<file path="config.mk">
export PLATFORM = sky130hd
export DESIGN_NAME = dslot_pc_seq
export DESIGN_NICKNAME = d
export VERILOG_FILES = /design/src/rtl/dslot_pc_pkg.sv /design/src/rtl/dslot_xfer_dec.sv /design/src/rtl/dslot_tgt_calc.sv /design/src/rtl/dslot_pc_seq.sv
export SDC_FILE = /design/constraint.sdc
export NUM_CORES = 1
export LEC_CHECK = 0
export CAP_MARGIN = 15
export CELL_PAD_IN_SITES_DETAIL_PLACEMENT = 0
export CELL_PAD_IN_SITES_GLOBAL_PLACEMENT = 1
export CORE_MARGIN = 1
export CORE_UTILIZATION = 31
export CTS_CLUSTER_DIAMETER = 200
export DETAILED_ROUTE_END_ITERATION = 12
export PLACE_DENSITY_LB_ADDON = 0.25
export REMOVE_ABC_BUFFERS = 1
export SYNTH_ARGS = -nofsm -noshare
export SYNTH_HDL_FRONTEND = slang
export SYNTH_SLANG_ARGS = --single-unit
export TNS_END_PERCENT = 10
</file>
<file path="constraint.sdc">
create_clock -name clk -period 2.6 [get_ports clk]
set_clock_uncertainty 0.05 [all_clocks]
set_input_delay 0.78 -clock clk [delete_from_list [all_inputs] [get_ports clk]]
set_output_delay 0.78 -clock clk [all_outputs]
set_load 0.01 [all_outputs]
</file>
<file path="src/rtl/dslot_pc_pkg.sv">
package dslot_pc_pkg;

   localparam int unsigned OPW = 32;

   // Sub-opcode values (bits 29:26) when bits 31:30 are zero
   localparam logic [3:0] SUB_JABS  = 4'd0;
   localparam logic [3:0] SUB_JLINK = 4'd1;
   localparam logic [3:0] SUB_BLINK = 4'd2;
   localparam logic [3:0] SUB_BCLR  = 4'd3;
   localparam logic [3:0] SUB_BSET  = 4'd4;
   localparam logic [3:0] SUB_RGRP  = 4'd5;

   // Register group forms (bits 23:21 when bits 25:24 are zero)
   localparam logic [2:0] RF_JMP  = 3'd0;
   localparam logic [2:0] RF_LINK = 3'd1;
   localparam logic [2:0] RF_ERET = 3'd2;

   typedef enum logic [1:0] {
      TK_NONE = 2'd0,
      TK_ABS  = 2'd1,
      TK_REL  = 2'd2,
      TK_REG  = 2'd3
   } tgt_kind_e;

   typedef enum logic [1:0] {
      CD_ALWAYS = 2'd0,
      CD_FSET   = 2'd1,
      CD_FCLR   = 2'd2
   } cond_e;

   typedef struct packed {
      logic      is_xfer;
      tgt_kind_e kind;
      cond_e     cond;
      logic      link;
      logic      eret;
   } xfer_t;

endpackage

</file>
<file path="src/rtl/dslot_xfer_dec.sv">
module dslot_xfer_dec
   import dslot_pc_pkg::*;
(
   input  logic [31:21] op_i,
   output xfer_t        dec_o
);

   logic [1:0] top;
   logic [3:0] sub;
   logic [1:0] grp;
   logic [2:0] form;

   assign top  = op_i[31:30];
   assign sub  = op_i[29:26];
   assign grp  = op_i[25:24];
   assign form = op_i[23:21];

   always_comb begin
      dec_o = '{is_xfer: 1'b0, kind: TK_NONE, cond: CD_ALWAYS,
                link: 1'b0, eret: 1'b0};
      if (top == 2'b00) begin
         unique case (sub)
            SUB_JABS: begin
               dec_o.is_xfer = 1'b1;
               dec_o.kind    = TK_ABS;
            end
            SUB_JLINK: begin
               dec_o.is_xfer = 1'b1;
               dec_o.kind    = TK_ABS;
               dec_o.link    = 1'b1;
            end
            SUB_BLINK: begin
               dec_o.is_xfer = 1'b1;
               dec_o.kind    = TK_REL;
               dec_o.link    = 1'b1;
            end
            SUB_BCLR: begin
               dec_o.is_xfer = 1'b1;
               dec_o.kind    = TK_REL;
               dec_o.cond    = CD_FCLR;
            end
            SUB_BSET: begin
               dec_o.is_xfer = 1'b1;
               dec_o.kind    = TK_REL;
               dec_o.cond    = CD_FSET;
            end
            SUB_RGRP: begin
               if (grp == 2'b00) begin
                  unique case (form)
                     RF_JMP: begin
                        dec_o.is_xfer = 1'b1;
                        dec_o.kind    = TK_REG;
                     end
                     RF_LINK: begin
                        dec_o.is_xfer = 1'b1;
                        dec_o.kind    = TK_REG;
                        dec_o.link    = 1'b1;
                     end
                     RF_ERET: begin
                        dec_o.is_xfer = 1'b1;
                        dec_o.kind    = TK_REG;
                        dec_o.eret    = 1'b1;
                     end
                     default: ;
                  endcase
               end
            end
            default: ;
         endcase
      end
   end

endmodule

</file>
<file path="src/rtl/dslot_tgt_calc.sv">
module dslot_tgt_calc
   import dslot_pc_pkg::*;
#(
   parameter int unsigned XLEN      = 32,
   parameter bit          REG_ALIGN = 1'b0
) (
   input  tgt_kind_e        kind_i,
   input  logic [25:0]      off_i,
   input  logic [XLEN-1:0]  pc_i,
   input  logic [XLEN-1:0]  ra_i,
   output logic [XLEN-1:0]  tgt_o
);

   localparam int unsigned EXT = XLEN - 28;

   logic [XLEN-1:0] abs_tgt;
   logic [XLEN-1:0] rel_tgt;
   logic [XLEN-1:0] reg_tgt;

   assign abs_tgt = {{EXT{1'b0}}, off_i, 2'b00};
   assign rel_tgt = pc_i + {{EXT{off_i[25]}}, off_i, 2'b00};

   generate
      if (REG_ALIGN) begin : g_reg_align
         assign reg_tgt = {ra_i[XLEN-1:2], 2'b00};
      end else begin : g_reg_raw
         assign reg_tgt = ra_i;
      end
   endgenerate

   always_comb begin
      unique case (kind_i)
         TK_ABS:  tgt_o = abs_tgt;
         TK_REL:  tgt_o = rel_tgt;
         TK_REG:  tgt_o = reg_tgt;
         default: tgt_o = pc_i;
      endcase
   end

endmodule

</file>
<file path="src/rtl/dslot_pc_seq.sv">
module dslot_pc_seq
   import dslot_pc_pkg::*;
#(
   parameter int unsigned XLEN      = 32,
   parameter int unsigned RIDX_W    = 5,
   parameter int unsigned LINK_REG  = 11,
   parameter logic [31:0] RESET_PC  = 32'h0,
   parameter bit          REG_ALIGN = 1'b0
) (
   input  logic              clk,
   input  logic              rst_n,
   input  logic [31:0]       instr_i,
   input  logic              flag_i,
   input  logic [XLEN-1:0]   ra_i,
   output logic [XLEN-1:0]   pc_o,
   output logic [XLEN-1:0]   npc_o,
   output logic              slot_o,
   output logic              link_we_o,
   output logic [RIDX_W-1:0] link_idx_o,
   output logic [XLEN-1:0]   link_data_o,
   output logic              eret_o,
   output logic              trap_o
);

   localparam logic [XLEN-1:0] STEP   = XLEN'(4);
   localparam logic [XLEN-1:0] LSTEP  = XLEN'(8);
   localparam logic [XLEN-1:0] PC_RST = XLEN'(RESET_PC);

   initial begin
      assert_xlen_ok_R2: assert (XLEN >= 32);
      assert_ridx_ok_R6: assert (LINK_REG < (1 << RIDX_W));
   end

   logic [XLEN-1:0] pc_q;
   logic [XLEN-1:0] tgt_q;
   logic            slot_q;

   xfer_t           dec;
   logic [XLEN-1:0] tgt_new;
   logic            cond_ok;
   logic            take;

   dslot_xfer_dec u_dec (
      .op_i  (instr_i[31:21]),
      .dec_o (dec)
   );

   dslot_tgt_calc #(
      .XLEN      (XLEN),
      .REG_ALIGN (REG_ALIGN)
   ) u_tgt (
      .kind_i (dec.kind),
      .off_i  (instr_i[25:0]),
      .pc_i   (pc_q),
      .ra_i   (ra_i),
      .tgt_o  (tgt_new)
   );

   always_comb begin
      unique case (dec.cond)
         CD_FSET: cond_ok = flag_i;
         CD_FCLR: cond_ok = !flag_i;
         default: cond_ok = 1'b1;
      endcase
   end

   assign take        = !slot_q && dec.is_xfer && cond_ok;
   assign npc_o       = slot_q ? tgt_q : (pc_q + STEP);
   assign pc_o        = pc_q;
   assign slot_o      = slot_q;
   assign link_we_o   = !slot_q && dec.is_xfer && dec.link;
   assign link_idx_o  = RIDX_W'(LINK_REG);
   assign link_data_o = pc_q + LSTEP;
   assign eret_o      = !slot_q && dec.is_xfer && dec.eret;
   assign trap_o      = slot_q && dec.is_xfer;

   always_ff @(posedge clk) begin
      if (!rst_n) begin
         pc_q   <= PC_RST;
         slot_q <= 1'b0;
         tgt_q  <= '0;
      end else begin
         pc_q   <= npc_o;
         slot_q <= take;
         if (take) tgt_q <= tgt_new;
      end
   end

   assert_one_slot_R9: assert property (@(posedge clk) disable iff (!rst_n)
      slot_q |=> !slot_q);

   assert_slot_lands_R3: assert property (@(posedge clk) disable iff (!rst_n)
      slot_q |=> (pc_q == $past(tgt_q)));

   assert_seq_step_R2: assert property (@(posedge clk) disable iff (!rst_n)
      (!slot_q && !take) |=> (pc_q == $past(pc_q) + STEP));

   assert_link_opens_slot_R6: assert property (@(posedge clk) disable iff (!rst_n)
      link_we_o |=> slot_q);

   assert_trap_quiet_R9: assert property (@(posedge clk) disable iff (!rst_n)
      trap_o |-> (!link_we_o && !eret_o));

   assert_eret_opens_slot_R8: assert property (@(posedge clk) disable iff (!rst_n)
      eret_o |=> slot_q);

endmodule

</file>
== Word-level counts from Yosys, hierarchy flattened ==
Cells that the tools add are included.

* Bits in latches: 0
* ROM bits: 0
* Bits of input ports: 67
* Output and inout port bits: 105
* Memories kept: 0
* Register bits: 65
* RAM bits: 0

* Multiplexer cells: 13
* Add/subtract/negate cells: 3
* Reduce and logical (&&, ||, !) cells: 15
* Multiply operators: 0
* Bitwise gates (word level): 0
* Shift-type cells: 0
* Divide/modulo/power cells: 0
* Magnitude comparators: 0
* Equality and inequality tests: 12

{| class="wikitable"
|+ Operators by type and width
! cell !! number
|-
| $pmux 32 s3 || 1
|-
| $add 32x3->32 const B || 1
|-
| $add 32x32->32 || 1
|-
| $add 32x4->32 const B || 1
|-
| $mux 32 || 1
|-
| $pmux 3 s3 || 1
|-
| $eq 4x2->1 const B || 2
|-
| $eq 4x3->1 const B || 2
|-
| $mux 7 || 1
|-
| $eq 2x2->1 const B || 3
|-
| $mux 3 || 2
|-
| $reduce_or 3->1 || 2
|-
| $logic_and 1x1->1 || 5
|-
| $eq 2x1->1 const B || 2
|-
| $eq 4x1->1 const B || 1
|-
| $logic_not 2->1 || 2
|-
| $logic_not 4->1 || 1
|-
| $pmux 1 s2 || 2
|-
| $pmux 2 s2 || 1
|-
| $reduce_or 2->1 || 2
|-
| $eq 3x1->1 const B || 1
|-
| $eq 3x2->1 const B || 1
|-
| $logic_not 3->1 || 1
|-
| $mux 1 || 3
|-
| other kinds (2) || 3
|}

== Longest topological paths before layout ==
* Depth in word-level cells: 9
* Mapped depth: 12
* Gate-level depth less buffers: 11

== Modules after synthesis ==
A second synthesis with hierarchy kept.

* Cell total of the unflattened synthesis: 742
* Area, all modules: 6108.4 um^2

{| class="wikitable"
|+ Modules (own cells, without submodules)
! module !! times used !! cells each !! area an instance (um^2)
|-
| dslot_pc_seq || 1 || 464 || 3798.6
|-
| dslot_tgt_calc || 1 || 250 || 2119.5
|-
| dslot_xfer_dec || 1 || 28 || 190.2
|}

== Worst setup path before layout ==
Ideal clock, no wire load.

* Kind: reg2out
* From: reg pc_q[4] (netlist: pc_o[4])
* To: out npc_o[29]
* Data required time: 1.770 ns
* Setup slack: -0.269 ns
* Arrival: 2.039 ns
* Cell stages (with the launch flop): 10
* Path buffers: 1
* Path through: dfxtp_1 > ha_1 > buf_2 > nand4_4 > nor4_4 > nand4_1 > nor2_1 > nand2_1 > xor2_1 > o21ai_1

* Longest elaborated chain between the ends: 2

{| class="wikitable"
|+ RTL lines
! what !! RTL line !! RTL
|-
| start: declaration || dslot_pc_seq.sv:34 || <nowiki>logic [XLEN-1:0] pc_q;</nowiki>
|-
| start signal: assignment || dslot_pc_seq.sv:83 || <nowiki>pc_q <= npc_o;</nowiki>
|-
| $add 32x3->32 || dslot_pc_seq.sv:68 || <nowiki>assign npc_o = slot_q ? tgt_q : (pc_q + STEP);</nowiki>
|-
| $mux 32 || dslot_pc_seq.sv:68 ||
|-
| end: declaration || dslot_pc_seq.sv:16 || <nowiki>output logic [XLEN-1:0] npc_o,</nowiki>
|}

No other way between the ends.

== Final worst setup path ==
Ends and elaborated chain as after synthesis.

==> out/metrics.yaml <==
setup_slack_ns: -0.539
synth_area_mm2: 0.00590
synth_ff_type: "dfxtp_1"
drive_gt1_frac: 0.401
p_sw_frac: 0.286
p_leak_nw: 4.70
critPathKind: "reg -> out"
required_ns: 1.77
maxCapViolCount: 0
nets: 1247
htreeDepth: 3
clk_pin_slew_ns: 0.06
critical_path.max_fanout: 3
synth_cells: 781
synth_area_per_cell_um2: 7.55
crit_path_end_kind: "output pin"
finalNonFillerCells: 1384
dp_hpwl_um: 19900
synth-edff-count: 0
intPower_w: 0.00216
ys_ff_latch: 65
die-width_um: 140
synth_compound_area_frac: 0.253
synth_adder_area_share: 0.0734
top_layer: "met4"
grt_pass1_vias: 7224
final-setup-viol-count: 57
grt.overflow.total: 0
synth-simple-area-share: 0.267
drc_errors: 0
grt_pass1_wl_um: 39600
cts_inserted_buffers: 9
core_area_mm2: 0.0187
cts.path.max_buffers: 2
status: "finished, violations left"
cts_tree: "yes"
ant_nets: 0
max_freq_mhz: 319
seq_area_frac_synth: 0.221
synthMuxAreaShare: 0.00743
fp.dieArea_mm2: 0.0196
vias: 7292
io_buffers: 166
p_sw_w: 0.000863
rr_worst_depth: 13
place_inst: 1349
wl_met2_um: 12800
startpoint: "pc_o[4]$_SDFF_PN0_"
p_comb_frac: 0.225
ir_drop_v: 0.000314
n_fill_cell: 1762
crit_path_top_delay_cell: "dfxtp_2"
synthXorXnorAreaFrac: 0.117
slowest_delay_ns: 0.36
rr_startpoint: "pc_o[2]$_SDFF_PN0_"
rrSetupSlack_ns: -0.04
fin_crit_ns: 3.14
clkLatencyLatePin_ns: 0.35
dr.pass1.iters: 6
wl_met1_um: 11800
drt-total-wl_um: 26500
rsz0062_at_grt: "true"
antenna_cells: 0
routedWlPerCell_um: 19.1
r2r_end: "tgt_q[22]$_SDFFE_PN0P_"
root_buffer: "clkbuf_16"
layout-area-overhead-vs-synth_pct: 77.1
seqPwrFrac: 0.347
hold_viol: 0
place_congestion: 0.926
num_io_pins: 172
initial_utilization: 0.315
path_cells: "ha_4 > nand4_4 > nor4_4 > buf_4 > nand4_1 > nor2_1 > buf_4 > nand2_2 > xor2_1 > o21ai_1 > buf_2"
row_count: 50
grt_max_degree: 39
synthArstFlopShare: 0
utilization: 0.558
avgViaCountPerCell: 5.27
antenna_found_initial: 0
synthDistinctLibCells: 69
grtUsageTotal: 0.263
hold_class: "reg -> reg"
arrival_ns: 2.31
crit_end: "npc_o[29]"
cts.sinks: 65
cp_common_cell: "buf_4"
ys_warn_count: 0
fin_crit_sh: 1.21
die_y_um: 140
met3_length_um: 1190
synth_top_family_by_area: "simple AND/OR/NAND/NOR gates"
drt_iter0_drc: 392
clkPwrFrac: 0.428
violations: "negative setup slack"
final_max_slew_viol_count: 0
pwr_density_cell_mw_per_mm2: 289
start_kind: "register"
cell usage in the layout (no fill, tap or decap), drive strengths merged, types with 3 or more instances in the layout:
cell and count:
and4 8, ha 33, o2bb2ai 3, inv 15
xor2 37, a22oi 6, o211a 5, o211ai 14
clkdlybuf4s15 12, o21a 8, nor3b 5, and2 37
clkdlybuf4s50 78, nand4 25, o21ai 78, dlygate4sd2 6
a211oi 6, nor4 5, dlymetal6s2s 21, xnor2 42
a221o 7, o21bai 4, nand3 34, conb 5
nand2b 9, a31oi 9, clkbuf 25, nor2 32
and3 10, mux2 3, nor2b 7, dfxtp 65
a221oi 14, or3 3, a21oi 56, buf 279
nor3 16, nand2 94, a21o 8
timing repair:
item,in CTS,in global routing
setup buffers,6,15
gates cloned,0,2
hold buffers,0,0
endpoints found under the hold margin,0,0
pin swaps,24,50
resized for setup,276,171
setup endpoints to repair,95,90
per-layer routing:
metal,vias up,GRT usage
met2,239,0.461
met1,3449,0.333
li1,3559,-
met5,-,0
met3,45,0.0362
met4,0,0.0833
cells by family (layout without fill, tap and decap cells):
| family | Yosys count | after routing |
|---|---|---|
| compound gates | 232 | 232 |
| xor+xnor | 79 | 79 |
| fa+ha+maj | 34 | 34 |
| buf+inv | 75 | 440 |
| flops | 65 | 65 |
| mux | 4 | 4 |
| other cells | 2 | 5 |
| simple gates | 290 | 291 |
power groups by stage:
stage	clock network, W	logic, W	registers (W)
floorplan	0	0.000214	0.00108
global placement	0	0.000616	0.00107
detailed placement	0	0.000616	0.00107
CTS	0.00131	0.000626	0.00105
global route	0.00134	0.000730	0.00105
finish	0.00130	0.000680	0.00105
cells in the mapped netlist (16+ instances only):
library cell | instances | area share
a21oi_1 | 56 | 0.048
and2_1 | 37 | 0.039
clkbuf_1 | 35 | 0.022
dfxtp_1 | 65 | 0.22
ha_1 | 33 | 0.070
inv_1 | 16 | 0.010
nand2_1 | 94 | 0.060
nand3_1 | 33 | 0.028
nand4_1 | 23 | 0.024
nor2_1 | 32 | 0.020
o21ai_0 | 56 | 0.048
o21ai_1 | 21 | 0.018
xnor2_1 | 42 | 0.062
xor2_1 | 37 | 0.055
flip-flops by register name, summed over array words and instances (netlist names):
signal / flops
pc_o: 32
slot_o: 1
tgt_q: 32
stage by stage:
step	setup WS (ns)	total power, W	TNS, ns	hold WS, ns	area (um2)
after CTS	-0.572	0.00299	-23.62	0.451	9790
after floorplan	-1.37	0.00129	-40.56	0.417	5620
after detailed placement	-1.01	0.00169	-51.41	0.432	9300
after global routing	-0.599	0.00312	-17.98	0.479	10400
final	-0.539	0.00302	-11.96	0.452	10400
after global placement	-1.01	0.00169	-50.54	0.431	9300
layout make-up:
type	instances	area [um2]	share of cell area
clock buffers	12	256	0.0246
clock inverters	3	40.0	0.00383
inverters	16	63.8	0.00611
multi-input cells	645	4960	0.475
flip-flops and latches	65	1340	0.128
well taps	234	293	0.0280
repair buffers	409	3490	0.334
worst min path at each step:
stage | cells past startpoint | to | from
floorplan | 1 | tgt_q[0]$_SDFFE_PN0P_ | tgt_q[0]$_SDFFE_PN0P_
global placement | 1 | tgt_q[1]$_SDFFE_PN0P_ | tgt_q[1]$_SDFFE_PN0P_
detailed placement | 1 | tgt_q[1]$_SDFFE_PN0P_ | tgt_q[1]$_SDFFE_PN0P_
CTS | 1 | tgt_q[1]$_SDFFE_PN0P_ | tgt_q[1]$_SDFFE_PN0P_
global route | 1 | tgt_q[0]$_SDFFE_PN0P_ | tgt_q[0]$_SDFFE_PN0P_
finish | 1 | tgt_q[1]$_SDFFE_PN0P_ | tgt_q[1]$_SDFFE_PN0P_
worst max-delay path: cells and delay by family, from the launching register on:
family	cells	cell delay, ns
compound gates	1	0.11
xor+xnor	1	0.16
fa+ha+maj	1	0.18
buf+inv	3	0.43
flops	1	0.36
simple gates	5	0.70
Note: power is estimated with default switching activity, not from simulation.
